[config.mk]
export PLATFORM = sky130hd
export DESIGN_NAME = pwr_seq_top
export DESIGN_NICKNAME = d
export VERILOG_FILES = /design/src/rtl/pwr_seq_pkg.sv /design/src/rtl/pwr_seq_ctrl.sv /design/src/rtl/pwr_seq_dp.sv /design/src/rtl/pwr_seq_top.sv
export SDC_FILE = /design/constraint.sdc
export NUM_CORES = 1
export LEC_CHECK = 0
export ABC_AREA = 1
export ABC_CLOCK_PERIOD_IN_PS = 1850
export CELL_PAD_IN_SITES_DETAIL_PLACEMENT = 0
export CELL_PAD_IN_SITES_GLOBAL_PLACEMENT = 2
export CORE_ASPECT_RATIO = 0.7
export CORE_MARGIN = 2
export CORE_UTILIZATION = 32
export DETAILED_ROUTE_END_ITERATION = 10
export DONT_BUFFER_PORTS = 1
export GPL_ROUTABILITY_DRIVEN = 0
export PLACE_DENSITY_LB_ADDON = 0.2
export REMOVE_ABC_BUFFERS = 1
export SLEW_MARGIN = 20
export SYNTH_ARGS = -nofsm -noshare
export SYNTH_HDL_FRONTEND = slang
export SYNTH_SLANG_ARGS = --single-unit
[constraint.sdc]
create_clock -name clk -period 1.85 [get_ports clk]
set_clock_uncertainty 0.05 [all_clocks]
set_input_delay 0.2775 -clock clk [delete_from_list [all_inputs] [get_ports clk]]
set_output_delay 0.2775 -clock clk [all_outputs]
set_load 0.05 [all_outputs]
[src/rtl/pwr_seq_pkg.sv]
package pwr_seq_pkg;

  typedef enum logic [2:0] {
    SEQ_OFF,
    SEQ_BAT,
    SEQ_IO,
    SEQ_CLK,
    SEQ_ON,
    SEQ_DNCHIP,
    SEQ_DNIO
  } seqState_t;

  typedef enum logic [1:0] {
    WAIT_BAT,
    WAIT_IO,
    WAIT_CLK,
    WAIT_DN
  } waitSel_t;

  typedef struct packed {
    logic     batOn;
    logic     ioOn;
    logic     chipOn;
    logic     rstRelease;
    logic     chipRstOff;
    logic     ioOff;
    logic     batOff;
    logic     load;
    waitSel_t sel;
  } seqStrobe_t;

endpackage

[src/rtl/pwr_seq_ctrl.sv]
module pwr_seq_ctrl
  import pwr_seq_pkg::*;
(
  input  logic       clk,
  input  logic       rstN,
  input  logic       powerReq,
  input  logic       timerDone,
  output seqStrobe_t strobe
);

  seqState_t seqState, seqNext;

  always_ff @(posedge clk or negedge rstN) begin
    if (!rstN) seqState <= SEQ_OFF;
    else       seqState <= seqNext;
  end

  always_comb begin
    seqNext = seqState;
    strobe  = '0;
    strobe.sel = WAIT_BAT;
    unique case (seqState)
      SEQ_OFF: begin
        if (powerReq) begin
          strobe.batOn = 1'b1;
          strobe.load  = 1'b1;
          strobe.sel   = WAIT_BAT;
          seqNext      = SEQ_BAT;
        end
      end
      SEQ_BAT, SEQ_IO, SEQ_CLK, SEQ_ON: begin
        if (!powerReq) begin
          strobe.chipRstOff = 1'b1;
          strobe.load       = 1'b1;
          strobe.sel        = WAIT_DN;
          seqNext           = SEQ_DNCHIP;
        end else if (timerDone) begin
          if (seqState == SEQ_BAT) begin
            strobe.ioOn = 1'b1;
            strobe.load = 1'b1;
            strobe.sel  = WAIT_IO;
            seqNext     = SEQ_IO;
          end else if (seqState == SEQ_IO) begin
            strobe.chipOn = 1'b1;
            strobe.load   = 1'b1;
            strobe.sel    = WAIT_CLK;
            seqNext       = SEQ_CLK;
          end else if (seqState == SEQ_CLK) begin
            strobe.rstRelease = 1'b1;
            seqNext           = SEQ_ON;
          end
        end
      end
      SEQ_DNCHIP: begin
        if (timerDone) begin
          strobe.ioOff = 1'b1;
          strobe.load  = 1'b1;
          strobe.sel   = WAIT_DN;
          seqNext      = SEQ_DNIO;
        end
      end
      SEQ_DNIO: begin
        if (timerDone) begin
          strobe.batOff = 1'b1;
          seqNext       = SEQ_OFF;
        end
      end
      default: seqNext = SEQ_OFF;
    endcase
  end

  AST_DOWN_NO_RESTART: assert property (@(posedge clk) disable iff (!rstN)
    ((seqState == SEQ_DNCHIP) || (seqState == SEQ_DNIO)) |=> (seqState != SEQ_BAT));

endmodule

[src/rtl/pwr_seq_dp.sv]
module pwr_seq_dp
  import pwr_seq_pkg::*;
#(
  parameter int BAT_WAIT = 4,
  parameter int IO_WAIT  = 6,
  parameter int DN_WAIT  = 3,
  parameter int RST_CYC  = 250000,
  parameter int PADS     = 4
) (
  input  logic            clk,
  input  logic            rstN,
  input  seqStrobe_t      strobe,
  input  logic [PADS-1:0] hostPadOut,
  input  logic [PADS-1:0] hostPadOe,
  output logic            timerDone,
  output logic            batEn,
  output logic            ioEn,
  output logic            chipEn,
  output logic            modRstN,
  output logic [PADS-1:0] padOut,
  output logic [PADS-1:0] padOe,
  output logic            ready,
  output logic            off
);

  localparam int M1   = (BAT_WAIT > IO_WAIT) ? BAT_WAIT : IO_WAIT;
  localparam int M2   = (DN_WAIT > RST_CYC) ? DN_WAIT : RST_CYC;
  localparam int MAXW = (M1 > M2) ? M1 : M2;
  localparam int TW   = $clog2(MAXW + 1);

  logic [TW-1:0] timer, loadVal;

  always_comb begin
    unique case (strobe.sel)
      WAIT_BAT: loadVal = TW'(BAT_WAIT - 1);
      WAIT_IO:  loadVal = TW'(IO_WAIT - 1);
      WAIT_CLK: loadVal = TW'(RST_CYC - 1);
      default:  loadVal = TW'(DN_WAIT - 1);
    endcase
  end

  always_ff @(posedge clk or negedge rstN) begin
    if (!rstN)                timer <= '0;
    else if (strobe.load)     timer <= loadVal;
    else if (timer != '0)     timer <= timer - TW'(1);
  end

  assign timerDone = (timer == '0);

  always_ff @(posedge clk or negedge rstN) begin
    if (!rstN) begin
      batEn   <= 1'b0;
      ioEn    <= 1'b0;
      chipEn  <= 1'b0;
      modRstN <= 1'b0;
    end else begin
      if (strobe.batOn)      batEn   <= 1'b1;
      if (strobe.batOff)     batEn   <= 1'b0;
      if (strobe.ioOn)       ioEn    <= 1'b1;
      if (strobe.ioOff)      ioEn    <= 1'b0;
      if (strobe.chipOn)     chipEn  <= 1'b1;
      if (strobe.rstRelease) modRstN <= 1'b1;
      if (strobe.chipRstOff) begin
        chipEn  <= 1'b0;
        modRstN <= 1'b0;
      end
    end
  end

  genvar g;
  generate
    for (g = 0; g < PADS; g++) begin : gPadGate
      assign padOut[g] = chipEn & hostPadOut[g];
      assign padOe[g]  = chipEn & hostPadOe[g];
    end
  endgenerate

  assign ready = modRstN;
  assign off   = ~(batEn | ioEn | chipEn);

  // cycles chip-enable has been high, saturating, for the reset-delay check
  logic [TW-1:0] chipAge;
  always_ff @(posedge clk or negedge rstN) begin
    if (!rstN)                           chipAge <= '0;
    else if (!chipEn)                    chipAge <= '0;
    else if (chipAge < TW'(RST_CYC))     chipAge <= chipAge + TW'(1);
  end

  AST_IO_NEEDS_BAT: assert property (@(posedge clk) disable iff (!rstN)
    ioEn |-> batEn);
  AST_CHIP_NEEDS_IO: assert property (@(posedge clk) disable iff (!rstN)
    chipEn |-> ioEn);
  AST_RST_DELAY: assert property (@(posedge clk) disable iff (!rstN)
    $rose(modRstN) |-> (chipAge >= TW'(RST_CYC)));
  AST_RST_NEEDS_CHIP: assert property (@(posedge clk) disable iff (!rstN)
    modRstN |-> chipEn);
  AST_CHIP_RST_TOGETHER: assert property (@(posedge clk) disable iff (!rstN)
    $fell(chipEn) |-> !modRstN);
  AST_BAT_LAST: assert property (@(posedge clk) disable iff (!rstN)
    $fell(batEn) |-> (!ioEn && !chipEn));

endmodule

[src/rtl/pwr_seq_top.sv]
module pwr_seq_top
  import pwr_seq_pkg::*;
#(
  parameter int CLK_HZ   = 50000000,
  parameter int RST_MS   = 5,
  parameter int BAT_WAIT = 4,
  parameter int IO_WAIT  = 6,
  parameter int DN_WAIT  = 3,
  parameter int PADS     = 4
) (
  input  logic            clk,
  input  logic            rstN,
  input  logic            powerReq,
  input  logic [PADS-1:0] hostPadOut,
  input  logic [PADS-1:0] hostPadOe,
  output logic            batEn,
  output logic            ioEn,
  output logic            chipEn,
  output logic            modRstN,
  output logic [PADS-1:0] padOut,
  output logic [PADS-1:0] padOe,
  output logic            ready,
  output logic            off
);

  localparam int RST_CYC = (CLK_HZ / 1000) * RST_MS;

  seqStrobe_t strobe;
  logic       timerDone;

  pwr_seq_ctrl u_ctrl (
    .clk       (clk),
    .rstN      (rstN),
    .powerReq  (powerReq),
    .timerDone (timerDone),
    .strobe    (strobe)
  );

  pwr_seq_dp #(
    .BAT_WAIT (BAT_WAIT),
    .IO_WAIT  (IO_WAIT),
    .DN_WAIT  (DN_WAIT),
    .RST_CYC  (RST_CYC),
    .PADS     (PADS)
  ) u_dp (
    .clk        (clk),
    .rstN       (rstN),
    .strobe     (strobe),
    .hostPadOut (hostPadOut),
    .hostPadOe  (hostPadOe),
    .timerDone  (timerDone),
    .batEn      (batEn),
    .ioEn       (ioEn),
    .chipEn     (chipEn),
    .modRstN    (modRstN),
    .padOut     (padOut),
    .padOe      (padOe),
    .ready      (ready),
    .off        (off)
  );

endmodule

Yosys cells after proc, flatten, opt, wreduce, memory -nomap -nowiden
Cells that the tools add are included.
{"block": "totals", "output_inout_bits": 14, "word_cells": 83, "in_bits": 11, "regBits": 25}
{"block": "op_classes", "eq_ne": 13, "bitwise_logic": 11, "add_sub_neg": 1, "n_reduce_logical": 11, "n_mux": 41}
{"operator": "$pmux 18 s3", "n": 1}
{"operator": "$mux 3", "n": 16}
{"operator": "$mux 18", "n": 2}
{"operator": "$logic_not 18->1", "n": 1}
{"operator": "$mux 1", "n": 18}
{"operator": "$reduce_bool 18->1", "n": 1}
{"operator": "$sub 18x1->18 const B", "n": 1}
{"operator": "$pmux 3 s4", "n": 1}
{"operator": "$reduce_bool 2->1", "n": 5}
{"operator": "$eq 3x3->1 const B", "n": 3}
{"operator": "$pmux 3 s3", "n": 1}
{"operator": "$and 1x1->1", "n": 8}
{"operator": "$eq 3x2->1 const B", "n": 2}
{"operator": "$ne 2x2->1 const B", "n": 3}
{"operator": "$ne 5x2->1 const B", "n": 1}
{"operator": "$reduce_and 5->1", "n": 1}
{"operator": "$mux 4", "n": 1}
{"operator": "$reduce_or 4->1", "n": 1}
{"operator": "$eq 3x1->1 const B", "n": 1}
{"operator": "$logic_not 3->1", "n": 1}
{"operator": "$ne 3x3->1 const B", "n": 1}
{"operator": "$eq 2x1->1 const B", "n": 1}
{"operator": "$eq 2x2->1 const B", "n": 1}
{"operator": "$logic_not 2->1", "n": 1}
{"operator": "3 further kinds", "n": 4}

Longest topological paths before layout
Gate-level depths: netlist of the first run.
{"block": "depth", "ltp_word": 9, "ltp_mapped": 13, "depth_no_buf": 13}

Cells and area by module
A second synthesis of the first run with hierarchy kept.
{"block": "hier_totals", "cells_unflattened": 253, "area_unflattened_um2": 1711.6}
{"mod": "pwr_seq_dp", "cells_each": 192, "seq_area_each_um2": 550.5, "instances": 1, "area_per_inst_um2": 1368.8}
{"mod": "pwr_seq_ctrl", "cells_each": 61, "seq_area_each_um2": 75.1, "instances": 1, "area_per_inst_um2": 342.8}

Least setup slack after synthesis of the first run
Ideal clock, no wire load.
{"block": "synth_timing", "path_kind": "register to output", "start": "register u_dp.chipEn", "end": "output off", "required_ns": 1.522, "setup_slack_ns": -0.400, "path_buffers": 1, "stages_incl_launch_ff": 3, "arrival_time_ns": 1.922, "cell_sequence": "dfrtp_1 > clkbuf_1 > nor3_1"}
{"block": "synth_via", "elab_chain_cells": 2}
{"element": "from (decl)", "line_no": "pwr_seq_dp.sv:18", "rtl": "output logic chipEn,"}
{"element": "from (signal assigned)", "line_no": "pwr_seq_dp.sv:54", "rtl": "chipEn <= 1'b0;"}
{"element": "from (signal assigned)", "line_no": "pwr_seq_dp.sv:61", "rtl": "if (strobe.chipOn) chipEn <= 1'b1;"}
{"element": "from (signal assigned)", "line_no": "pwr_seq_dp.sv:64", "rtl": "chipEn <= 1'b0;"}
{"element": "$or 1x1->1", "line_no": "pwr_seq_dp.sv:79", "rtl": "assign off = ~(batEn | ioEn | chipEn);"}
{"element": "$not 1->1", "line_no": "pwr_seq_dp.sv:79"}
{"element": "to (decl)", "line_no": "pwr_seq_top.sv:23", "rtl": "output logic off"}
No other way between the ends.

Worst setup path in the final report of the first run
{"block": "layout_timing", "start": "register u_dp.timer[0]", "end": "register u_dp.timer[16]"}
{"block": "layout_via", "elab_chain_cells": 7, "elab_cells_between_ends": 14, "cone_classes": "add/sub (1); eq/ne (2); mux (7); reduce/logical (4)"}
{"element": "from (decl)", "line_no": "pwr_seq_dp.sv:31", "rtl": "logic [TW-1:0] timer, loadVal;"}
{"element": "from (signal assigned)", "line_no": "pwr_seq_dp.sv:44", "rtl": "else if (strobe.load) timer <= loadVal;"}
{"element": "from (signal assigned)", "line_no": "pwr_seq_dp.sv:45", "rtl": "else if (timer != '0) timer <= timer - TW'(1);"}
{"element": "$logic_not 18->1", "line_no": "pwr_seq_dp.sv:48", "rtl": "assign timerDone = (timer == '0);"}
{"element": "$mux 3", "line_no": "pwr_seq_ctrl.sv:37", "rtl": "end else if (timerDone) begin"}
{"element": "$mux 3", "line_no": "pwr_seq_ctrl.sv:32", "rtl": "if (!powerReq) begin"}
{"element": "$pmux 3 s3", "line_no": "pwr_seq_ctrl.sv:22", "rtl": "unique case (seqState)"}
{"element": "$eq 2x2->1 (tied with other cells)", "line_no": "pwr_seq_dp.sv:34", "rtl": "unique case (strobe.sel)"}
{"element": "$pmux 18 s3", "line_no": "pwr_seq_dp.sv:34"}
{"element": "$mux 18", "line_no": "pwr_seq_dp.sv:44"}
Parallel ways exist; a longest one is shown, timed or not. The select of a mux whose other input is x is not followed.
A chain may end at the register's enable or synchronous reset.

==> metrics.md, run 1 <==
| Metric | Value |
|---|---|
| Most frequent cells in the layout | `sky130_fd_sc_hd__buf_4, sky130_fd_sc_hd__nand2_1, sky130_fd_sc_hd__dfrtp_1` |
| Internal Dissipation | `between 0.002 and 0.0025 W` |
| Final WS setup | `approximately 0.018 ns` |
| Switching Share | `0.487` |
| Class of the most critical setup path | `reg2reg` |
| Number of sinks driven by the clock tree | `25` |
| Growth of design area from synthesis to finish | `46.2%` |
| TritonCTS clock tree | `built` |
| Power per Cell Area | `1740 mW/mm^2` |
| Hold crit path type | `in2reg` |
| Worst reg2reg startpoint | `u_dp.timer[0]$_DFFE_PN0P_` |
| IR drop worst, VDD | `0.631 mV` |
| Number of failing hold endpoints at the final stage | `0` |
| Run status | `completed` |
| DRC violation total after the first TritonRoute iteration | `116` |
| Syn avg cell area | `7.36 um^2` |
| Setup slack at placement | `-0.210 ns` |
| Final Core Density | `0.480` |
| Part of the total power dissipated in sequential elements | `0.208` |
| Crit path largest cell delay | `0.40 ns` |
| Port Buffer Count | `0` |
| Number of vias in the routed layout | `1659` |
| Maximum level of the CTS H-tree | `1` |
| Clock network fraction of design power | `0.082` |
| I/O Pins | `25` |
| Max Buffers Root-to-Sink | `2` |
| Std-Cell Core Area | `0.00520 mm^2` |
| Commonest non-fill, non-tap cell in the layout | `sky130_fd_sc_hd__buf_4` |
| Total gr overflow | `0` |
| Leakage power summed over all cells | `between 1 and 1.5 nW` |
| XOR/XNOR Fraction of Synth Area | `0.0615` |
| Total global routing track utilization | `0.165` |
| Crit path launch | `u_dp.timer[0]$_DFFE_PN0P_` |
| Nature of the critical path endpoint | `register` |
| Vertical die dimension | `65.1 um` |
| Cell breakdown of the critical path | `inv_2 -> ha_4 -> nand3_4 -> nor2_4 -> nand2_4 -> nor2_4 -> inv_2 -> o21ai_2 -> ha_2 -> nand2_4 -> a21oi_2` |
| Post-synthesis share of cell area spent on full adders, half adders and majority gates | `0.0366` |
| Starting Density | `0.328` |
| Post-synthesis cell count | `232` |
| Data arrival time of the critical path | `1.99 ns` |
| Detailed-route vias per instance | `4.51` |
| Peak Freq | `546 MHz` |
| Clock insertion delay at the later pin of the skew report | `0.28 ns` |
| Floorplan row count | `22` |
| Portion of total power attributed to combinational logic | `0.710` |
| Inserted Clock Buffers | `3` |
| Antenna diode count | `0` |
| Worst-path cell with the longest stage delay | `sky130_fd_sc_hd__dfrtp_1` |
| Die footprint | `0.00595 mm^2` |
| Largest delay contributor family on the critical path | `simple AND/OR/NAND/NOR gates` |
| Ranking of synthesized cells by area | `sky130_fd_sc_hd__dfrtp_1, sky130_fd_sc_hd__nand2_1, sky130_fd_sc_hd__nor2_1, sky130_fd_sc_hd__nand3_1, sky130_fd_sc_hd__inv_1` |
| Accumulated negative setup slack | `0 ns` |
| Setup repair after global routing missed its margin | `true` |
| Max-Slew Margin vs Limit | `0.668` |
| Switching power | `0.00211 W` |
| Reg clk slew, reported paths | `between 0.1 and 0.15 ns` |
| Number of warnings issued by yosys | `0` |
| CP Launch Type | `register` |
| DIE WIDTH | `91.3 um` |
| Mux contribution to synthesized area | `0` |
| Post-synth cell types | `28` |
| Pin count of the biggest net entering global routing | `26` |
| HPWL after detailed placement | `3580 um` |
| Seq cells post-synth | `25` |
| Number of DRC violations after detailed routing | `0` |
| Part of the cycle the worst path needs | `0.990` |
| Worst Hold Launch | `powerReq` |
| Cell taking the most area after synthesis | `sky130_fd_sc_hd__dfrtp_1` |
| Portion of the post-synthesis area used by sequential elements | `0.366` |
| Routed wirelength normalized by instance count | `12.8 um` |
| Number of max-slew violations in the final report | `0` |
| Maximum fanout along the worst path | `7` |
| Max-cap violations | `0` |
| Via count of the first global-routing pass | `1478` |
| Wire length of the first global-routing pass | `7670 um` |
| Antenna violations before repair | `0` |
| Final nets | `313` |
| Final setup violation count | `0` |
| Post-Synthesis Cell Area | `about 0.0017 mm^2` |
| Number of buffer and inverter stages on the critical path | `2` |
| Time the final worst path needs with I/O delays and setup | `1.83 ns` |
| Cell at the root of the clock tree | `sky130_fd_sc_hd__clkbuf_8` |
| Required @ worst endpoint | `2.01 ns` |
| Top-area cell type share of the netlist area | `0.366` |
| Routed wire length | `4720 um` |
| Combinational family with the most area after synthesis | `simple AND/OR/NAND/NOR gates` |
| Fraction of final layout cells sized beyond drive strength 1 | `0.405` |
| Worst hold slack | `0.167 ns` |
| Residual antenna-violating net count after detailed routing | `0` |
| Post-synthesis simple-gate area fraction | `0.391` |
| Slew at the pin with the worst max-slew slack | `0.499 ns` |
| Drt first pass iters | `4` |
| Synth Area in Compound Gates | `0.0718` |
[per-stage QoR]
stage | area [um^2] | cells | total power, W
2_1_floorplan | 1690 | 229 | 0.00249
3_3_place_gp | 2180 | 355 | 0.00348
3_5_place_dp | 2180 | 355 | 0.00347
4_1_cts | 2380 | 364 | 0.00405
5_1_grt | 2500 | 368 | 0.00472
6_report | 2500 | 368 | 0.00434
[state kept, by name (all words and copies together), names as in the netlist]
signal / flops
u_dp.batEn: 1
u_ctrl.seqState: 3
u_dp.chipEn: 1
u_dp.modRstN: 1
u_dp.timer: 18
u_dp.ioEn: 1
[synth_stat cells (all sizes together)]
cell    count
a21oi      10
dfrtp      25
o21ai       8
ha          5
o31ai       1
xnor2       7
xor2        5
clkbuf      1
nand4       2
o21a        1
clkinv      1
buf         2
nor3       12
nand2      61
nand3b      5
o22ai       1
inv        26
nand3      24
nor2       35
[repair_timing]
action,in CTS,in global routing
resized for setup,24,25
buffers inserted,3,4
pin swaps,12,13
hold buffers,2,0
setup endpoints to repair,10,21
hold endpoints to repair,25,0
[layer usage]
metal | vias to the layer above | wire length, um | share of wire | GRT usage
li1 | 882 | - | - | -
met1 | 752 | 2750 | 0.58 | 0.272
met2 | 23 | 1840 | 0.39 | 0.219
met3 | 2 | 101 | 0.021 | 0.0310
met4 | 0 | 25 | 0.0053 | 0.0284
met5 | - | 0 | 0 | 0
[area by class of cell]
cell class	instances	area (um^2)
repair buffers	63	508
clock buffers	3	41.3
inverters	27	108
well taps	72	90.1
flip-flops and latches	25	627
clock inverters	1	7.51
multi-input cells	177	1110
fillers	500	2710
[path summary, 6_finish.rpt]
kind / endpoint / slack [ns] / cells after the start
max: u_dp.timer[16]$_DFFE_PN0P_ / 0.02 / 11
min: u_dp.chipEn$_DFFE_PN0P_ / 0.17 / 2
max reg2reg: u_dp.timer[16]$_DFFE_PN0P_ / 0.02 / 11
min reg2reg: u_ctrl.seqState[0]$_DFFE_PN0P_ / 0.52 / 2
max in group asynchronous: u_ctrl.seqState[0]$_DFFE_PN0P_ / 1.21 / 2
min in group asynchronous: u_dp.ioEn$_DFFE_PN0P_ / 0.36 / 2
[cells by family after synthesis]
| family | Yosys count |
|---|---|
| AND/OR/NAND/NOR | 139 |
| buffers and inverters | 30 |
| flip-flops | 25 |
| AO/OA/AOI/OAI | 21 |
| XOR/XNOR | 12 |
| adder cells (fa/ha/maj) | 5 |
[power groups by stage]
| stage | Clock [W] | Sequential, W | Combinational (W) |
|---|---|---|---|
| 2_1_floorplan | 0 | 0.000949 | 0.00154 |
| 3_3_place_gp | 0 | 0.000899 | 0.00258 |
| 3_5_place_dp | 0 | 0.000901 | 0.00257 |
| 4_1_cts | 0.000369 | 0.000898 | 0.00278 |
| 5_1_grt | 0.000391 | 0.000929 | 0.00340 |
| 6_report | 0.000354 | 0.000904 | 0.00308 |
Note: power is estimated with default switching activity, not from simulation.
==> inputs of run 2 (changes only) <==
Settings changed: CELL_PAD_IN_SITES_DETAIL_PLACEMENT 0 to 1, CELL_PAD_IN_SITES_GLOBAL_PLACEMENT 2 to 1, CORE_UTILIZATION 32 to 40, SYNTH_HIERARCHICAL set to 1.
==> metrics.md, run 2 <==
| Metric | Value |
|---|---|
| Run status | `finished with violations` |
| Violations in the final reports | `negative setup slack` |
| Multi-input gate area | `0.00112 mm^2 (+0.67%)` |
| Most repeated cell in the gate-level netlist after synthesis | `sky130_fd_sc_hd__nand2_1` |
| Max Buffers Root-to-Sink | `2 (unchanged)` |
| EDFF count, synth | `0 (unchanged)` |
| Time the final worst path needs with I/O delays and setup | `2.36 ns (+0.528 ns)` |
| Max FFs per register | `18 (unchanged)` |
| Die footprint | `0.00483 mm^2 (-19%)` |
| Setup repair after global routing missed its margin | `true` |
| CP Launch Type | `register` |
| Routed wire length | `8380 um (+78%)` |
| Number of warnings issued by yosys | `6 (+6)` |
| Floorplan row count | `19 (-14%)` |
| Leakage power summed over all cells | `1.42 nW (+13%)` |
| HPWL after detailed placement | `4300 um (+20%)` |
| Max-Slew Margin vs Limit | `0.641 (-0.0268)` |
| Reg clk slew, reported paths | `0.09 ns (-0.02 ns)` |
| Post-synth cell types | `28 (unchanged)` |
| Wire length on met3 | `652 um (+550%)` |
| Number of sinks driven by the clock tree | `25 (unchanged)` |
| Part of the cycle the worst path needs | `1.28 (+0.285)` |
| DRC violation total after the first TritonRoute iteration | `104 (-10%)` |
| DIE WIDTH | `82.2 um (-10%)` |
| Final setup violation count | `23 (+23)` |
| Setup slack at placement | `-0.396 ns (-0.186 ns)` |
| Cell at the root of the clock tree | `sky130_fd_sc_hd__clkbuf_8` |
| Required @ worst endpoint | `2.01 ns (about the same)` |
| IR drop worst, VDD | `0.944 mV (+50%)` |
| Final design instance area without fill | `0.00257 mm^2 (+3.1%)` |
| Number of failing hold endpoints at the final stage | `0 (unchanged)` |
| Highest routed layer | `met4` |
| Inserted Clock Buffers | `3 (unchanged)` |
| Number of max-slew violations in the final report | `0 (unchanged)` |
| Total gr overflow | `0 (unchanged)` |
| Cell taking the most area after synthesis | `sky130_fd_sc_hd__dfrtp_1` |
| Most frequent cells in the layout | `sky130_fd_sc_hd__buf_4, sky130_fd_sc_hd__nand2_1, sky130_fd_sc_hd__nor2_1` |
| Antenna diode count | `0 (unchanged)` |
| Sequential cell area in the final layout | `626 um^2 (-0.20%)` |
| Filler cell count in the final layout | `486 (-2.8%)` |
| M1 WL | `3390 um (+24%)` |
| Post-Synthesis Cell Area | `0.00171 mm^2 (+0.22%)` |
| Pin count of the biggest net entering global routing | `26 (unchanged)` |
| Nature of the critical path endpoint | `register` |
| TritonCTS clock tree | `built` |
| Top-area cell type share of the netlist area | `0.365 (-0.000803)` |
| Drt first pass iters | `4 (unchanged)` |
| Clock insertion delay at the later pin of the skew report | `0.28 ns (about the same)` |
| I/O Pins | `25 (unchanged)` |
| Syn avg cell area | `6.77 um^2 (-8.1%)` |
| Largest regs | `u_dp/timer: 18 flops, u_ctrl/seqState: 3 flops` |
| Maximum level of the CTS H-tree | `1 (unchanged)` |
| Maximum fanout along the worst path | `3 (-4)` |
| Number of vias in the routed layout | `2122 (+28%)` |
| Post-synthesis cell count | `253 (+9.1%)` |
| Portion of the post-synthesis area used by sequential elements | `0.365 (-0.000803)` |
| Fraction of final layout cells sized beyond drive strength 1 | `0.415 (+0.00969)` |
| Ranking of synthesized cells by area | `sky130_fd_sc_hd__dfrtp_1, sky130_fd_sc_hd__nand2_1, sky130_fd_sc_hd__nor2_1, sky130_fd_sc_hd__inv_1, sky130_fd_sc_hd__nand3_1` |
| Antenna violations before repair | `0 (unchanged)` |
| Number of DRC violations after detailed routing | `0 (unchanged)` |
| Most numerous cell types in the synthesized netlist | `sky130_fd_sc_hd__nand2_1, sky130_fd_sc_hd__nor2_1, sky130_fd_sc_hd__inv_1` |
| Fraction of registers with async set or reset after synthesis | `1.00 (unchanged)` |
| Final WS setup | `-0.510 ns (-0.528 ns)` |
| Final nets | `334 (+6.7%)` |
| Routed wirelength normalized by instance count | `22.6 um (+77%)` |
| Data arrival time of the critical path | `2.52 ns (+0.53 ns)` |
| Starting Density | `0.426 (+0.0978)` |
| Std-Cell Core Area | `0.00402 mm^2 (-23%)` |
| Most flop-heavy register | `u_dp/timer` |
| Power per Cell Area | `2120 mW/mm^2 (+22%)` |
| Growth of design area from synthesis to finish | `50.3%` |
| Vertical die dimension | `58.7 um (-9.8%)` |
| Post-placement cell area | `0.00211 mm^2 (-3.1%)` |
| Prevailing post-synth register cell | `sky130_fd_sc_hd__dfrtp_1` |
| Slew at the pin with the worst max-slew slack | `0.539 ns (+0.0402 ns)` |
| Residual antenna-violating net count after detailed routing | `0 (unchanged)` |
| Detailed-route vias per instance | `5.74 (+27%)` |
| Via count of the first global-routing pass | `2096 (+42%)` |
| Hold crit path type | `in2reg` |
| Wire length of the first global-routing pass | `10400 um (+35%)` |
| Class of the most critical setup path | `reg2reg` |
| Total global routing track utilization | `0.289 (+0.124)` |
| Seq cells post-synth | `25 (unchanged)` |
| Peak Freq | `424 MHz (-22%)` |
| Commonest non-fill, non-tap cell in the layout | `sky130_fd_sc_hd__buf_4` |
| Port Buffer Count | `0 (unchanged)` |
| Routed length on met2 | `4010 um (+120%)` |
| Max-cap violations | `0 (unchanged)` |
run 2: cell count changes after synthesis, sizes merged, moves of 3 or more:
cell,previous run,this run
xor2,5,1
xnor2,7,3
nand4,2,7
nor3,12,2
nor2,35,47
a21oi,10,7
nand3b,5,0
inv,26,40
nand2,61,71
run 2: layout make-up:
| cell class | count | share of cell area |
|---|---|---|
| multi-input combinational | 183 | 0.436 |
| sequential | 25 | 0.243 |
| timing repair buffer | 66 | 0.215 |
| inverter | 40 | 0.0627 |
| tap | 52 | 0.0253 |
| clock buffer | 4 | 0.0175 |
run 2: logic make-up (layout without fill, tap and decap cells):
family | after synthesis | count (layout) | share of synthesized area
XOR/XNOR | 4 | 4 | 0.0205
flip-flops | 25 | 25 | 0.365
AO/OA/AOI/OAI | 18 | 18 | 0.0541
buffers and inverters | 45 | 110 | 0.110
multiplexers | 1 | 1 | 0.00585
adder cells (fa/ha/maj) | 4 | 4 | 0.0292
AND/OR/NAND/NOR | 156 | 156 | 0.414
run 2: where the power goes:
part	leakage [nW]	total, W	internal, W	switching [W]
Clock	0.0228	0.000340	0.000155	0.000186
Sequential	0.323	0.00102	0.000764	0.000257
Combinational	1.07	0.00409	0.00167	0.00242
run 2: metal layers:
metal | global-route usage | vias up
met1 | 0.399 | 1064
met5 | 0 | -
met2 | 0.484 | 109
met3 | 0.0521 | 30
met4 | 0.0476 | 0
li1 | - | 919
run 2: metrics by stage:
stage	utilization	instances	TNS, ns	total power (W)	hold slack, ns
floorplan	-	248	-11.69	0.00247	-0.0681
global placement	0.526	350	-3.19	0.00357	-0.0677
detailed placement	0.526	350	-4.75	0.00369	-0.0678
CTS	0.580	364	-3.24	0.00441	0.199
global route	0.640	370	-10.38	0.00570	0.261
finish	0.640	370	-8.17	0.00545	0.253
run 2: path summary, 6_finish.rpt:
check / to / slack, ns / from / depth (start not counted)
hold reg to reg: u_dp/timer[1]$_DFFE_PN0P_ / 0.66 / u_dp/timer[1]$_DFFE_PN0P_ / 3
setup / recovery: u_dp/timer[1]$_DFFE_PN0P_ / -0.51 / u_dp/timer[7]$_DFFE_PN0P_ / 15
hold / removal: u_ctrl/seqState[1]$_DFFE_PN0P_ / 0.25 / powerReq / 4
min in group asynchronous: u_dp/timer[1]$_DFFE_PN0P_ / 0.38 / rstN / 2
max in group asynchronous: u_dp/timer[15]$_DFFE_PN0P_ / 1.21 / rstN / 2
setup reg to reg: u_dp/timer[1]$_DFFE_PN0P_ / -0.51 / u_dp/timer[7]$_DFFE_PN0P_ / 15
run 2: repair_timing:
action | in CTS | in global routing
gates resized for setup | 30 | 51
setup buffers | 8 | 7
hold endpoints to repair | 25 | 0
pin swaps | 14 | 28
setup endpoints to repair | 20 | 24
hold buffers | 2 | 0
run 2: critical path, stage by stage (launching register included):
cell,delay (ns)
sky130_fd_sc_hd__dfrtp_1,0.45
sky130_fd_sc_hd__nor2_2,0.21
sky130_fd_sc_hd__nand2_1,0.13
sky130_fd_sc_hd__nor2_4,0.12
sky130_fd_sc_hd__nand3_2,0.10
sky130_fd_sc_hd__inv_2,0.12
sky130_fd_sc_hd__buf_6,0.13
sky130_fd_sc_hd__inv_6,0.04
sky130_fd_sc_hd__o21ai_2,0.18
sky130_fd_sc_hd__nand2_2,0.10
sky130_fd_sc_hd__nand2_4,0.10
sky130_fd_sc_hd__inv_2,0.05
sky130_fd_sc_hd__ha_4,0.15
sky130_fd_sc_hd__mux2i_1,0.16
sky130_fd_sc_hd__nand2_1,0.09
sky130_fd_sc_hd__o21ai_1,0.09
==> inputs of run 3 (changes only) <==
Settings changed: ABC_AREA 1 to unset, CAP_MARGIN set to 20, CORE_UTILIZATION 40 to 43.
==> metrics.md, run 3 <==
| Metric | Value |
|---|---|
| Post-synthesis cell count | `175 (-31%)` |
| Clock insertion delay at the later pin of the skew report | `0.28 ns (about the same)` |
| Post-synth cell types | `52 (+86%)` |
| Detailed-route vias per instance | `5.92 (+3.2%)` |
| Overall power of the completed layout | `0.00305 W (-44%)` |
| Post-placement cell area | `0.00205 mm^2 (-3.0%)` |
| Antenna violations before repair | `0 (unchanged)` |
| Most frequent cells in the layout | `sky130_fd_sc_hd__buf_4, sky130_fd_sc_hd__dfrtp_1, sky130_fd_sc_hd__nor2_1` |
| Count of placed standard cells including taps | `272 (-22%)` |
| Residual antenna-violating net count after detailed routing | `0 (unchanged)` |
| Prevailing post-synth register cell | `sky130_fd_sc_hd__dfrtp_1` |
| Slew at the pin with the worst max-slew slack | `0.555 ns (+0.0163 ns)` |
| Number of buffer and inverter stages on the critical path | `6 (+2)` |
| Std-Cell Core Area | `0.00358 mm^2 (-11%)` |
| Seq cells post-synth | `25 (unchanged)` |
| Setup repair after global routing missed its margin | `true` |
| Max Buffers Root-to-Sink | `2 (unchanged)` |
| Pin count of the biggest net entering global routing | `26 (unchanged)` |
| Post-Synthesis Cell Area | `0.00163 mm^2 (-5.0%)` |
| Reg clk slew, reported paths | `0.10 ns (about the same)` |
| Violations in the final reports | `negative setup slack` |
| Max-Slew Margin vs Limit | `0.630 (-0.0109)` |
| Largest delay contributor family on the critical path | `simple AND/OR/NAND/NOR gates` |
| Most flop-heavy register | `u_dp/timer` |
| Number of sinks driven by the clock tree | `25 (unchanged)` |
| DRC violation total after the first TritonRoute iteration | `155 (+49%)` |
| Part of the cycle the worst path needs | `1.47 (+0.196)` |
| Leakage power summed over all cells | `1.13 nW (-21%)` |
| Fraction of registers with async set or reset after synthesis | `1.00 (unchanged)` |
| Time the final worst path needs with I/O delays and setup | `2.72 ns (+0.362 ns)` |
| CP Launch Type | `register` |
| Peak Freq | `367 MHz (-13%)` |
| Antenna diode count | `0 (unchanged)` |
| I/O Pins | `25 (unchanged)` |
| Hold crit path type | `in2reg` |
| Cell taking the most area after synthesis | `sky130_fd_sc_hd__dfrtp_1` |
| Most numerous cell types in the synthesized netlist | `sky130_fd_sc_hd__dfrtp_1, sky130_fd_sc_hd__nor2_1, sky130_fd_sc_hd__a21oi_1` |
| Filler cell count in the final layout | `381 (-22%)` |
| Port Buffer Count | `0 (unchanged)` |
| Floorplan row count | `18 (-1)` |
| Crit path largest cell delay | `0.56 ns (+0.11 ns)` |
| Final nets | `267 (-20%)` |
| Number of max-slew violations in the final report | `0 (unchanged)` |
| Routed wire length | `7770 um (-7.2%)` |
| Wire length of the first global-routing pass | `10600 um (+2.3%)` |
| Commonest non-fill, non-tap cell in the layout | `sky130_fd_sc_hd__buf_4` |
| Sequential cell area in the final layout | `626 um^2 (unchanged)` |
| Starting Density | `0.454 (+0.0278)` |
| Drt first pass iters | `4 (unchanged)` |
| Final setup violation count | `25 (+8.7%)` |
| Total global routing track utilization | `0.327 (+0.0380)` |
| Number of warnings issued by yosys | `6 (unchanged)` |
| Nature of the critical path endpoint | `register` |
| Portion of the post-synthesis area used by sequential elements | `0.385 (+0.0194)` |
| Via count of the first global-routing pass | `1900 (-9.4%)` |
| Required @ worst endpoint | `1.98 ns (-0.03 ns)` |
| HPWL after detailed placement | `3790 um (-12%)` |
| Final design instance area without fill | `0.00255 mm^2 (-0.88%)` |
| Die footprint | `0.00430 mm^2 (-11%)` |
| Number of failing hold endpoints at the final stage | `0 (unchanged)` |
| Vertical die dimension | `55.4 um (-5.6%)` |
| Inserted Clock Buffers | `3 (unchanged)` |
| Max-cap violations | `0 (unchanged)` |
| Max FFs per register | `18 (unchanged)` |
| Post-Layout Cell Count | `301 (-19%)` |
| EDFF count, synth | `0 (unchanged)` |
| IR drop worst, VDD | `0.950 mV (+0.69%)` |
| Syn avg cell area | `9.29 um^2 (+37%)` |
| Setup slack at placement | `-0.968 ns (-0.571 ns)` |
| Growth of design area from synthesis to finish | `56.9%` |
| Class of the most critical setup path | `reg2reg` |
| Top-area cell type share of the netlist area | `0.385 (+0.0194)` |
| Maximum level of the CTS H-tree | `1 (unchanged)` |
| Cell breakdown of the critical path | `or4_4 -> nor4_4 -> nand3_2 -> buf_4 -> buf_4 -> buf_4 -> buf_4 -> buf_4 -> buf_4 -> xnor2_2 -> mux2i_1` |
| DIE WIDTH | `77.5 um (-5.7%)` |
| Worst-path cell with the longest stage delay | `sky130_fd_sc_hd__or4_4` |
| Power per Cell Area | `1200 mW/mm^2 (-44%)` |
| Number of vias in the routed layout | `1781 (-16%)` |
| Most repeated library cell on the critical path | `sky130_fd_sc_hd__buf_4` |
| Multi-input gate area | `0.00111 mm^2 (-1.1%)` |
| Ranking of synthesized cells by area | `sky130_fd_sc_hd__dfrtp_1, sky130_fd_sc_hd__nor2_1, sky130_fd_sc_hd__xor2_1, sky130_fd_sc_hd__and2_1, sky130_fd_sc_hd__ha_1` |
| Total gr overflow | `0 (unchanged)` |
| Final WS setup | `-0.872 ns (-0.362 ns)` |
| Cell at the root of the clock tree | `sky130_fd_sc_hd__clkbuf_8` |
| TritonCTS clock tree | `built` |
| Maximum fanout along the worst path | `2 (-1)` |
| Routed wirelength normalized by instance count | `25.8 um (+14%)` |
| Data arrival time of the critical path | `2.85 ns (+0.33 ns)` |
| Number of DRC violations after detailed routing | `0 (unchanged)` |
| Run status | `finished with violations` |
| Most repeated cell in the gate-level netlist after synthesis | `sky130_fd_sc_hd__dfrtp_1` |
| Fraction of final layout cells sized beyond drive strength 1 | `0.538 (+0.123)` |
| Largest regs | `u_dp/timer: 18 flops, u_ctrl/seqState: 3 flops` |
## run 3: kinds of logic after synthesis
logic type / after synthesis / share of synthesized area
and+or+nand+nor: 78 / 0.294
AOI/OAI and AO/OA: 37 / 0.156
DFF: 25 / 0.385
buffers and inverters: 17 / 0.0547
xor gates and xnor gates: 10 / 0.0539
muxes: 4 / 0.0254
adders and majority gates: 4 / 0.0308
## run 3: through the flow
stage	util	setup TNS [ns]	hold slack [ns]
after floorplan	-	-23.56	-0.0681
after global placement	0.572	-13.35	-0.0676
after detailed placement	0.572	-18.00	-0.0676
after CTS	0.675	-14.21	0.0999
after global routing	0.712	-20.53	0.102
final	0.712	-17.90	0.0833
## run 3: final timing paths
kind	end	slack, ns	from	depth (start not counted)
max	u_dp/timer[0]$_DFFE_PN0P_	-0.87	u_dp/timer[8]$_DFFE_PN0P_	11
min	u_ctrl/seqState[1]$_DFFE_PN0P_	0.08	powerReq	1
min reg2reg	u_dp/timer[7]$_DFFE_PN0P_	0.59	u_dp/timer[7]$_DFFE_PN0P_	2
max reg2reg	u_dp/timer[0]$_DFFE_PN0P_	-0.87	u_dp/timer[8]$_DFFE_PN0P_	11
max in group asynchronous	u_dp/timer[3]$_DFFE_PN0P_	1.21	rstN	2
min in group asynchronous	u_ctrl/seqState[1]$_DFFE_PN0P_	0.37	rstN	2
## run 3: layout make-up
type | count | area share
clock buffers | 4 | 0.0177
inverters | 8 | 0.0137
multi-input cells | 133 | 0.435
flip-flops and latches | 25 | 0.245
well taps | 50 | 0.0245
repair buffers | 81 | 0.263
## run 3: worst reg2reg max path: stages, from the launching register on
cell and delay (ns):
sky130_fd_sc_hd__dfrtp_1 0.40, sky130_fd_sc_hd__or4_4 0.56, sky130_fd_sc_hd__nor4_4 0.28, sky130_fd_sc_hd__nand3_2 0.18, sky130_fd_sc_hd__buf_4 0.17, sky130_fd_sc_hd__buf_4 0.12
sky130_fd_sc_hd__buf_4 0.12, sky130_fd_sc_hd__buf_4 0.13, sky130_fd_sc_hd__buf_4 0.12, sky130_fd_sc_hd__buf_4 0.14, sky130_fd_sc_hd__xnor2_2 0.12, sky130_fd_sc_hd__mux2i_1 0.22
## run 3: per-layer routing
| layer | wire length [um] | GRT usage |
|---|---|---|
| met3 | 550 | 0.0588 |
| met1 | 3080 | 0.415 |
| met2 | 3910 | 0.575 |
| met5 | 0 | 0 |
| met4 | 239 | 0.0893 |
## run 3: where the power goes
group          internal (W)  total (W)  switching [W]  leakage [nW]
sequential         0.000744   0.000929       0.000185         0.307
combinational      0.000846    0.00178       0.000935         0.796
clock              0.000154   0.000341       0.000186        0.0228
## run 3: timing repair
item	4_1_cts	5_1_grt
buffers inserted	17	6
endpoints found under the setup margin	25	25
resized for setup	43	23
pin swaps	10	9
hold endpoints to repair	25	0
hold buffers	2	0
